### config.mk
export PLATFORM = sky130hd
export DESIGN_NAME = cellbus_tx_master
export DESIGN_NICKNAME = d
export VERILOG_FILES = /design/src/rtl/cbtx_pkg.sv /design/src/rtl/cbtx_scanner.sv /design/src/rtl/cbtx_rr_arb.sv /design/src/rtl/cbtx_sender.sv /design/src/rtl/cellbus_tx_master.sv
export SDC_FILE = /design/constraint.sdc
export NUM_CORES = 1
export LEC_CHECK = 0
export BUFFER_PORTS_ARGS = -buffer_cell sky130_fd_sc_hd__buf_2
export CAP_MARGIN = 30
export CORE_UTILIZATION = 41
export CTS_CLUSTER_DIAMETER = 80
export CTS_CLUSTER_SIZE = 24
export DETAILED_ROUTE_END_ITERATION = 7
export GPL_ROUTABILITY_DRIVEN = 0
export PLACE_DENSITY = 0.77
export SLEW_MARGIN = 20
export SYNTH_ARGS = -nofsm -noshare
export SYNTH_HDL_FRONTEND = slang
export SYNTH_HIERARCHICAL = 1
export SYNTH_SLANG_ARGS = --single-unit
### constraint.sdc
create_clock -name clk -period 2.14 [get_ports clk]
set_clock_uncertainty 0.05 [all_clocks]
set_input_delay 0.321 -clock clk [delete_from_list [all_inputs] [get_ports clk]]
set_output_delay 0.321 -clock clk [all_outputs]
set_load 0.005 [all_outputs]
### src/rtl/cbtx_pkg.sv
package cbtx_pkg;
  localparam int ADDR_W    = 5;
  localparam int MAX_PORTS = 31;
  typedef logic [ADDR_W-1:0] phy_addr_t;
endpackage

### src/rtl/cbtx_scanner.sv
module cbtx_scanner
  import cbtx_pkg::*;
#(
  parameter int NPORTS  = 4,
  parameter bit DIRECT  = 1'b0,
  parameter bit USE_MAP = 1'b0,
  parameter logic [MAX_PORTS*ADDR_W-1:0] ADDR_MAP = '0
) (
  input  logic                             clk,
  input  logic                             rst_n,
  input  logic [(DIRECT ? NPORTS : 1)-1:0] clav,
  input  logic                             clr_valid,
  input  logic [$clog2(NPORTS)-1:0]        clr_idx,
  output phy_addr_t                        phy_addr,
  output logic [NPORTS-1:0]                stat
);
  localparam int IDXW = $clog2(NPORTS);
  localparam logic [IDXW-1:0] LAST = IDXW'(NPORTS - 1);

  logic [IDXW-1:0]   scan_q, scan_d, prev_q;
  logic              prev_v_q;
  logic [NPORTS-1:0] stat_q, stat_d;

  function automatic phy_addr_t map_addr(logic [IDXW-1:0] i);
    if (USE_MAP) return ADDR_MAP[ADDR_W*i +: ADDR_W];
    else         return phy_addr_t'(i);
  endfunction

  always_comb scan_d = (scan_q == LAST) ? '0 : scan_q + 1'b1;

  generate
    if (DIRECT) begin : g_direct
      always_comb begin
        stat_d = clav;
        if (clr_valid) stat_d[clr_idx] = 1'b0;
      end
    end else begin : g_poll
      always_comb begin
        stat_d = stat_q;
        if (prev_v_q)  stat_d[prev_q]  = clav[0];
        if (clr_valid) stat_d[clr_idx] = 1'b0;
      end
    end
  endgenerate

  always_ff @(posedge clk or negedge rst_n) begin
    if (!rst_n) begin
      scan_q   <= '0;
      prev_q   <= '0;
      prev_v_q <= 1'b0;
      stat_q   <= '0;
    end else begin
      scan_q   <= scan_d;
      prev_q   <= scan_q;
      prev_v_q <= 1'b1;
      stat_q   <= stat_d;
    end
  end

  assign phy_addr = map_addr(scan_q);
  assign stat     = stat_q;

  AST_CLEAR_WINS: assert property (@(posedge clk) disable iff (!rst_n)
    clr_valid |=> !stat_q[$past(clr_idx)]);
endmodule

### src/rtl/cbtx_rr_arb.sv
module cbtx_rr_arb #(
  parameter int NPORTS = 4
) (
  input  logic                      clk,
  input  logic                      rst_n,
  input  logic [NPORTS-1:0]         elig,
  input  logic                      take,
  output logic                      any,
  output logic [$clog2(NPORTS)-1:0] pick
);
  localparam int IDXW = $clog2(NPORTS);
  localparam logic [IDXW-1:0] LAST = IDXW'(NPORTS - 1);

  logic [IDXW-1:0] ptr_q, ptr_d;

  function automatic logic [IDXW-1:0] wrap_idx(logic [IDXW-1:0] base, int off);
    int s;
    s = int'(base) + off;
    if (s >= NPORTS) s = s - NPORTS;
    return IDXW'(s);
  endfunction

  // descending scan: the smallest offset from the pointer wins
  always_comb begin
    any  = 1'b0;
    pick = ptr_q;
    for (int off = NPORTS - 1; off >= 0; off--) begin
      if (elig[wrap_idx(ptr_q, off)]) begin
        any  = 1'b1;
        pick = wrap_idx(ptr_q, off);
      end
    end
  end

  always_comb begin
    ptr_d = ptr_q;
    if (take) ptr_d = (pick == LAST) ? '0 : pick + 1'b1;
  end

  always_ff @(posedge clk or negedge rst_n) begin
    if (!rst_n) ptr_q <= '0;
    else        ptr_q <= ptr_d;
  end

  AST_TAKE_HAS_PORT: assert property (@(posedge clk) disable iff (!rst_n)
    take |-> any);
endmodule

### src/rtl/cbtx_sender.sv
module cbtx_sender #(
  parameter int NPORTS = 4,
  parameter int DW     = 32,
  parameter int WORDS  = 13
) (
  input  logic                      clk,
  input  logic                      rst_n,
  input  logic                      any,
  input  logic [$clog2(NPORTS)-1:0] pick,
  input  logic [NPORTS*DW-1:0]      src_data,
  output logic                      take,
  output logic [NPORTS-1:0]         src_rd,
  output logic                      phy_enb_n,
  output logic                      phy_soc,
  output logic [DW-1:0]             phy_data,
  output logic                      phy_par
);
  localparam int IDXW = $clog2(NPORTS);
  localparam int CW   = $clog2(WORDS);
  localparam logic [CW-1:0] WLAST = CW'(WORDS - 1);

  logic            busy_q, busy_d;
  logic [IDXW-1:0] cur_q, cur_d;
  logic [CW-1:0]   wcnt_q, wcnt_d;
  logic            last;
  logic [DW-1:0]   word;

  assign last = busy_q && (wcnt_q == WLAST);
  assign take = (!busy_q || last) && any;
  assign word = src_data[DW*cur_q +: DW];

  always_comb begin
    busy_d = busy_q;
    cur_d  = cur_q;
    wcnt_d = wcnt_q;
    if (busy_q && !last) begin
      wcnt_d = wcnt_q + 1'b1;
    end else begin
      busy_d = take;
      wcnt_d = '0;
      if (take) cur_d = pick;
    end
  end

  always_ff @(posedge clk or negedge rst_n) begin
    if (!rst_n) begin
      busy_q    <= 1'b0;
      cur_q     <= '0;
      wcnt_q    <= '0;
      phy_enb_n <= 1'b1;
      phy_soc   <= 1'b0;
    end else begin
      busy_q    <= busy_d;
      cur_q     <= cur_d;
      wcnt_q    <= wcnt_d;
      phy_enb_n <= !busy_q;
      phy_soc   <= busy_q && (wcnt_q == '0);
    end
  end

  // data path loads only while a word is being pulled
  always_ff @(posedge clk or negedge rst_n) begin
    if (!rst_n) begin
      phy_data <= '0;
      phy_par  <= 1'b1;
    end else if (busy_q) begin
      phy_data <= word;
      phy_par  <= ~^word;
    end
  end

  for (genvar k = 0; k < NPORTS; k++) begin : g_rd
    assign src_rd[k] = busy_q && (cur_q == IDXW'(k));
  end

  AST_SOC_IN_CELL: assert property (@(posedge clk) disable iff (!rst_n)
    phy_soc |-> !phy_enb_n);
  AST_ONE_STROBE: assert property (@(posedge clk) disable iff (!rst_n)
    $onehot0(src_rd));
  AST_STROBE_THEN_WORD: assert property (@(posedge clk) disable iff (!rst_n)
    (|src_rd) |=> !phy_enb_n);
  AST_ODD_PARITY: assert property (@(posedge clk) disable iff (!rst_n)
    !phy_enb_n |-> ($countones({phy_data, phy_par}) % 2 == 1));
  if (WORDS > 1) begin : g_soc_gap
    AST_SOC_SINGLE: assert property (@(posedge clk) disable iff (!rst_n)
      phy_soc |=> !phy_soc);
  end
endmodule

### src/rtl/cellbus_tx_master.sv
module cellbus_tx_master
  import cbtx_pkg::*;
#(
  parameter int NPORTS      = 4,
  parameter int DW          = 32,
  parameter int CELL_OCTETS = 52,
  parameter bit DIRECT      = 1'b0,
  parameter bit USE_MAP     = 1'b0,
  parameter logic [MAX_PORTS*ADDR_W-1:0] ADDR_MAP = '0
) (
  input  logic                             clk,
  input  logic                             rst_n,
  output logic [ADDR_W-1:0]                phy_addr,
  output logic                             phy_enb_n,
  input  logic [(DIRECT ? NPORTS : 1)-1:0] phy_clav,
  output logic [DW-1:0]                    phy_data,
  output logic                             phy_soc,
  output logic                             phy_par,
  input  logic [NPORTS-1:0]                src_ready,
  input  logic [NPORTS*DW-1:0]             src_data,
  output logic [NPORTS-1:0]                src_rd
);
  localparam int IDXW  = $clog2(NPORTS);
  localparam int WORDS = CELL_OCTETS / (DW / 8);

  logic [NPORTS-1:0] stat, elig;
  logic              any, take;
  logic [IDXW-1:0]   pick;

  cbtx_scanner #(
    .NPORTS(NPORTS), .DIRECT(DIRECT), .USE_MAP(USE_MAP), .ADDR_MAP(ADDR_MAP)
  ) u_scan (
    .clk(clk), .rst_n(rst_n), .clav(phy_clav),
    .clr_valid(take), .clr_idx(pick),
    .phy_addr(phy_addr), .stat(stat)
  );

  assign elig = stat & src_ready;

  cbtx_rr_arb #(.NPORTS(NPORTS)) u_arb (
    .clk(clk), .rst_n(rst_n), .elig(elig), .take(take),
    .any(any), .pick(pick)
  );

  cbtx_sender #(.NPORTS(NPORTS), .DW(DW), .WORDS(WORDS)) u_send (
    .clk(clk), .rst_n(rst_n), .any(any), .pick(pick), .src_data(src_data),
    .take(take), .src_rd(src_rd), .phy_enb_n(phy_enb_n), .phy_soc(phy_soc),
    .phy_data(phy_data), .phy_par(phy_par)
  );
endmodule

==> out/qor.txt <==
Status -> finished, violations left
Failing checks -> negative setup slack
Switching part of the total -> 35.7%
Setup repair after global routing missed its margin -> true
Avg Cell Area, Syn -> 14.0 um^2
Library cell contributing the largest single delay on the critical path -> sky130_fd_sc_hd__mux4_2
Number of antenna cells inserted -> 0
Placed inst area -> 4360 um^2
Clock root buffer -> sky130_fd_sc_hd__clkbuf_8
Depth of the worst register-to-register path -> 9
Total non-filler cell area in the finished layout -> 4690 um^2
Flop-to-flop setup slack -> -0.29 ns
Ys Warns -> 6
Post-DP HPWL -> 6.77 mm
Remaining global-route overflow -> 0
Wirelength, routed -> 8.92 mm
Final-report max-slew violation count -> 0
Dpl ws -> -0.329 ns
Worst hold start -> phy_clav
Die Area -> 8490 um^2
Portion of total power attributed to the clock network -> 7.3%
Number of synthesized flops with an enable pin -> 0
Drt via density -> 5.24
Number of buffers created by CTS -> 5
Setup_tns -> -0.288 ns
Most frequent cells after synthesis -> sky130_fd_sc_hd__dfrtp_1 (51), sky130_fd_sc_hd__mux2_2 (34), sky130_fd_sc_hd__xnor2_1 (28)
Worst EP arrival -> 2.61 ns
Initial core utilization -> 42.7%
Power share of the sequential group -> 23.3%
Period utilization -> 113%
Antenna violations before repair -> 0
Count leader, synth -> sky130_fd_sc_hd__dfrtp_1
Largest cells by area after synthesis -> sky130_fd_sc_hd__dfrtp_1 (38%), sky130_fd_sc_hd__mux4_2 (12%), sky130_fd_sc_hd__mux2_2 (11%)
Final routed DRC violation total -> 0
Area of the mapped netlist -> 3330 um^2
Largest fanout on the critical path -> 4
Number of clock sinks -> 53
Family with the most delay on the worst path -> XOR/XNOR gates
# Max-Cap Violations -> 0
Switching pwr -> 2720 uW
Count of final hold-check violations -> 0
Setup Crit Path Kind -> register to register
Maximum buffer depth of the clock tree -> 2
Number of DRC markers in iteration 0 -> 91
Number of antenna-violating nets in the routed design -> 0
Net total in the final layout -> 564
Top flip-flop cell by instance count after synthesis -> sky130_fd_sc_hd__dfrtp_1
Post-route worst setup slack -> -0.288 ns
Core area -> 7810 um^2
Instance count of the mapped netlist -> 238
Worst-path clk slew -> 0.10 ns
P_leak -> 0.00226 uW
Startpoint types -> register
Count of boundary I/O pins -> 179
WP buf/inv -> 2
Number of rows in the core area -> 32
H-tree depth -> 2
Share of layout cells above drive strength 1 -> 68.9%
Final number of setup-violating endpoints -> 1
Chain of cells forming the critical path -> buf_6 -> buf_6 -> mux4_2 -> xor2_2 -> xnor2_2 -> xnor2_2 -> xnor2_1 -> xnor2_1 -> mux2_4
Global-route wire length before repair -> 13.9 mm
Leading area contributor after synthesis -> sky130_fd_sc_hd__dfrtp_1
Number of global-route vias before repair -> 2880
Pwr dens -> 1620 nW/um^2
Drt first pass iters -> 4
End of the worst register-to-register path -> u_send/phy_par
Required time worst endpoint -> 2.33 ns
Min Tclk post-route -> 2.43 ns
Worst Hold Class -> input port to register
Height of the chip -> 92.2 um
Drt wl/cell -> 16.9 um
FF+latch count, synth -> 53
Share of synthesized area occupied by flip-flops and latches -> 39.9%
TritonCTS clock tree -> built
Routed vias -> 2774
Crit-path max cell delay -> 0.54 ns
Cell Count, Final, Fillers Out -> 529
Total GRT Usage -> 21.0%
Post-synthesis async set-or-reset flop share -> 100%
Number of distinct standard cells referenced by the synthesized netlist -> 40
Worst Hold Path EP -> u_scan/stat[0]
Fraction of synthesized cell area taken by the top area cell type -> 38.3%
Number of stages on the worst hold path -> 3
Largest net degree at the start of global routing -> 39
Die X -> 92.2 um
Synth-to-layout area growth -> 40.7%
Worst-Skew Late Latency -> 0.30 ns
Reg-to-reg critical path startpoint -> u_send/cur_q[0]
Internal Dissipation -> 4890 uW
Critical Path End Type -> register
Achievable Freq -> 0.412 GHz
DP Cell Count -> 511
Port Buffer Count -> 175
Worst vdd ir -> 1.17 mV
Comb power frac -> 69.5%
==> metal layers <==
layer	global-route usage [%]	up-vias	share of wire, %
li1	-	1250	-
met2	37.1	110	52
met4	4.69	0	1.1
met5	0	-	0
met1	26.1	1404	41
met3	4.73	10	6.6
==> flip-flops by register name (all words and copies together), names as in the netlist <==
register / flops
u_arb/ptr_q: 2
u_scan/prev_q: 2
u_scan/prev_v_q: 1
u_scan/scan_q: 2
u_scan/stat: 4
u_send/busy_q: 1
u_send/cur_q: 2
u_send/phy_data: 32
u_send/phy_enb_n: 1
u_send/phy_par: 1
u_send/phy_soc: 1
u_send/wcnt_q: 4
==> layout by cell type (no fill, tap or decap), types with 2 or more instances in the layout <==
| cell type | instances |
|---|---|
| sky130_fd_sc_hd__clkinv_2 | 2 |
| sky130_fd_sc_hd__conb_1 | 4 |
| sky130_fd_sc_hd__nor2_1 | 10 |
| sky130_fd_sc_hd__xnor2_1 | 12 |
| sky130_fd_sc_hd__buf_6 | 5 |
| sky130_fd_sc_hd__xnor2_2 | 16 |
| sky130_fd_sc_hd__buf_2 | 175 |
| sky130_fd_sc_hd__buf_4 | 7 |
| sky130_fd_sc_hd__clkbuf_8 | 5 |
| sky130_fd_sc_hd__mux2i_1 | 4 |
| sky130_fd_sc_hd__nand2b_1 | 4 |
| sky130_fd_sc_hd__ha_1 | 3 |
| sky130_fd_sc_hd__inv_1 | 7 |
| sky130_fd_sc_hd__nand3_1 | 3 |
| sky130_fd_sc_hd__mux4_1 | 3 |
| sky130_fd_sc_hd__xor2_1 | 2 |
| sky130_fd_sc_hd__xor2_2 | 3 |
| sky130_fd_sc_hd__nor3_1 | 2 |
| sky130_fd_sc_hd__and2_1 | 5 |
| sky130_fd_sc_hd__mux2_2 | 34 |
| sky130_fd_sc_hd__and3_1 | 2 |
| sky130_fd_sc_hd__dfrtp_1 | 49 |
| sky130_fd_sc_hd__dfstp_2 | 2 |
| sky130_fd_sc_hd__nand2_1 | 3 |
| sky130_fd_sc_hd__nor3b_1 | 2 |
| sky130_fd_sc_hd__dfrtp_2 | 2 |
| sky130_fd_sc_hd__nand3b_1 | 2 |
| sky130_fd_sc_hd__a21oi_1 | 4 |
| sky130_fd_sc_hd__buf_12 | 4 |
| sky130_fd_sc_hd__mux4_2 | 29 |
| sky130_fd_sc_hd__a31oi_1 | 4 |
==> tightest hold or removal path: stages <==
cell                      delay [ns]
sky130_fd_sc_hd__buf_2          0.13
sky130_fd_sc_hd__mux2i_1        0.12
sky130_fd_sc_hd__a31oi_1        0.06
==> layout make-up <==
type / instances / area (um^2)
fill: 668 / 3120
clock inverter: 2 / 10.0
sequential: 53 / 1330
multi-input combinational: 164 / 1980
inverter: 7 / 26.3
tap: 102 / 128
clock buffer: 6 / 72.6
timing repair buffer: 195 / 1140
==> worst max-delay path by stage <==
stage          depth (start not counted)             end             from  slack, ns
3_5_place_dp                           8  u_send/phy_par  u_send/cur_q[0]      -0.33
4_1_cts                               10  u_send/phy_par  u_send/cur_q[0]      -0.30
5_1_grt                                9  u_send/phy_par  u_send/cur_q[0]      -0.37
2_1_floorplan                          9  u_send/phy_par  u_send/cur_q[0]       -0.1
6_report                               9  u_send/phy_par  u_send/cur_q[0]      -0.29
3_3_place_gp                           8  u_send/phy_par  u_send/cur_q[0]      -0.30
==> logic make-up after synthesis <==
group	after synthesis	share of synthesized area [%]
AND/OR/NAND/NOR	39	6.64
buffers and inverters	23	4.35
flip-flops	53	39.9
XOR/XNOR	33	8.67
adder cells (fa/ha/maj)	3	1.13
AO/OA/AOI/OAI	14	2.78
multiplexers	71	36.3
other	2	0.225
==> stage by stage <==
step | total power [uW] | utilization [%] | hold slack (ns)
after detailed placement | 6460 | 55.9 | 0.261
after CTS | 7380 | 58.6 | 0.295
after global routing | 8150 | 60.0 | 0.304
after global placement | 6330 | 55.9 | 0.254
final | 7610 | 60.0 | 0.308
after floorplan | 5340 | - | -0.0246
==> power by group through the flow <==
stage | clock [uW] | sequential, uW | combinational [uW]
after floorplan | 0 | 1750 | 3590
after global placement | 0 | 1770 | 4560
after detailed placement | 0 | 1790 | 4670
after CTS | 577 | 1760 | 5040
after global routing | 618 | 1820 | 5700
final | 554 | 1770 | 5290
==> timing repair <==
item	CTS	global route
setup endpoints to repair	1	3
resized for setup	12	19
pin swaps	9	15
hold buffers	1	0
gates cloned	2	1
hold endpoints to repair	19	0
setup buffers	4	4
No activity file was read; power rests on OpenSTA's default activity.
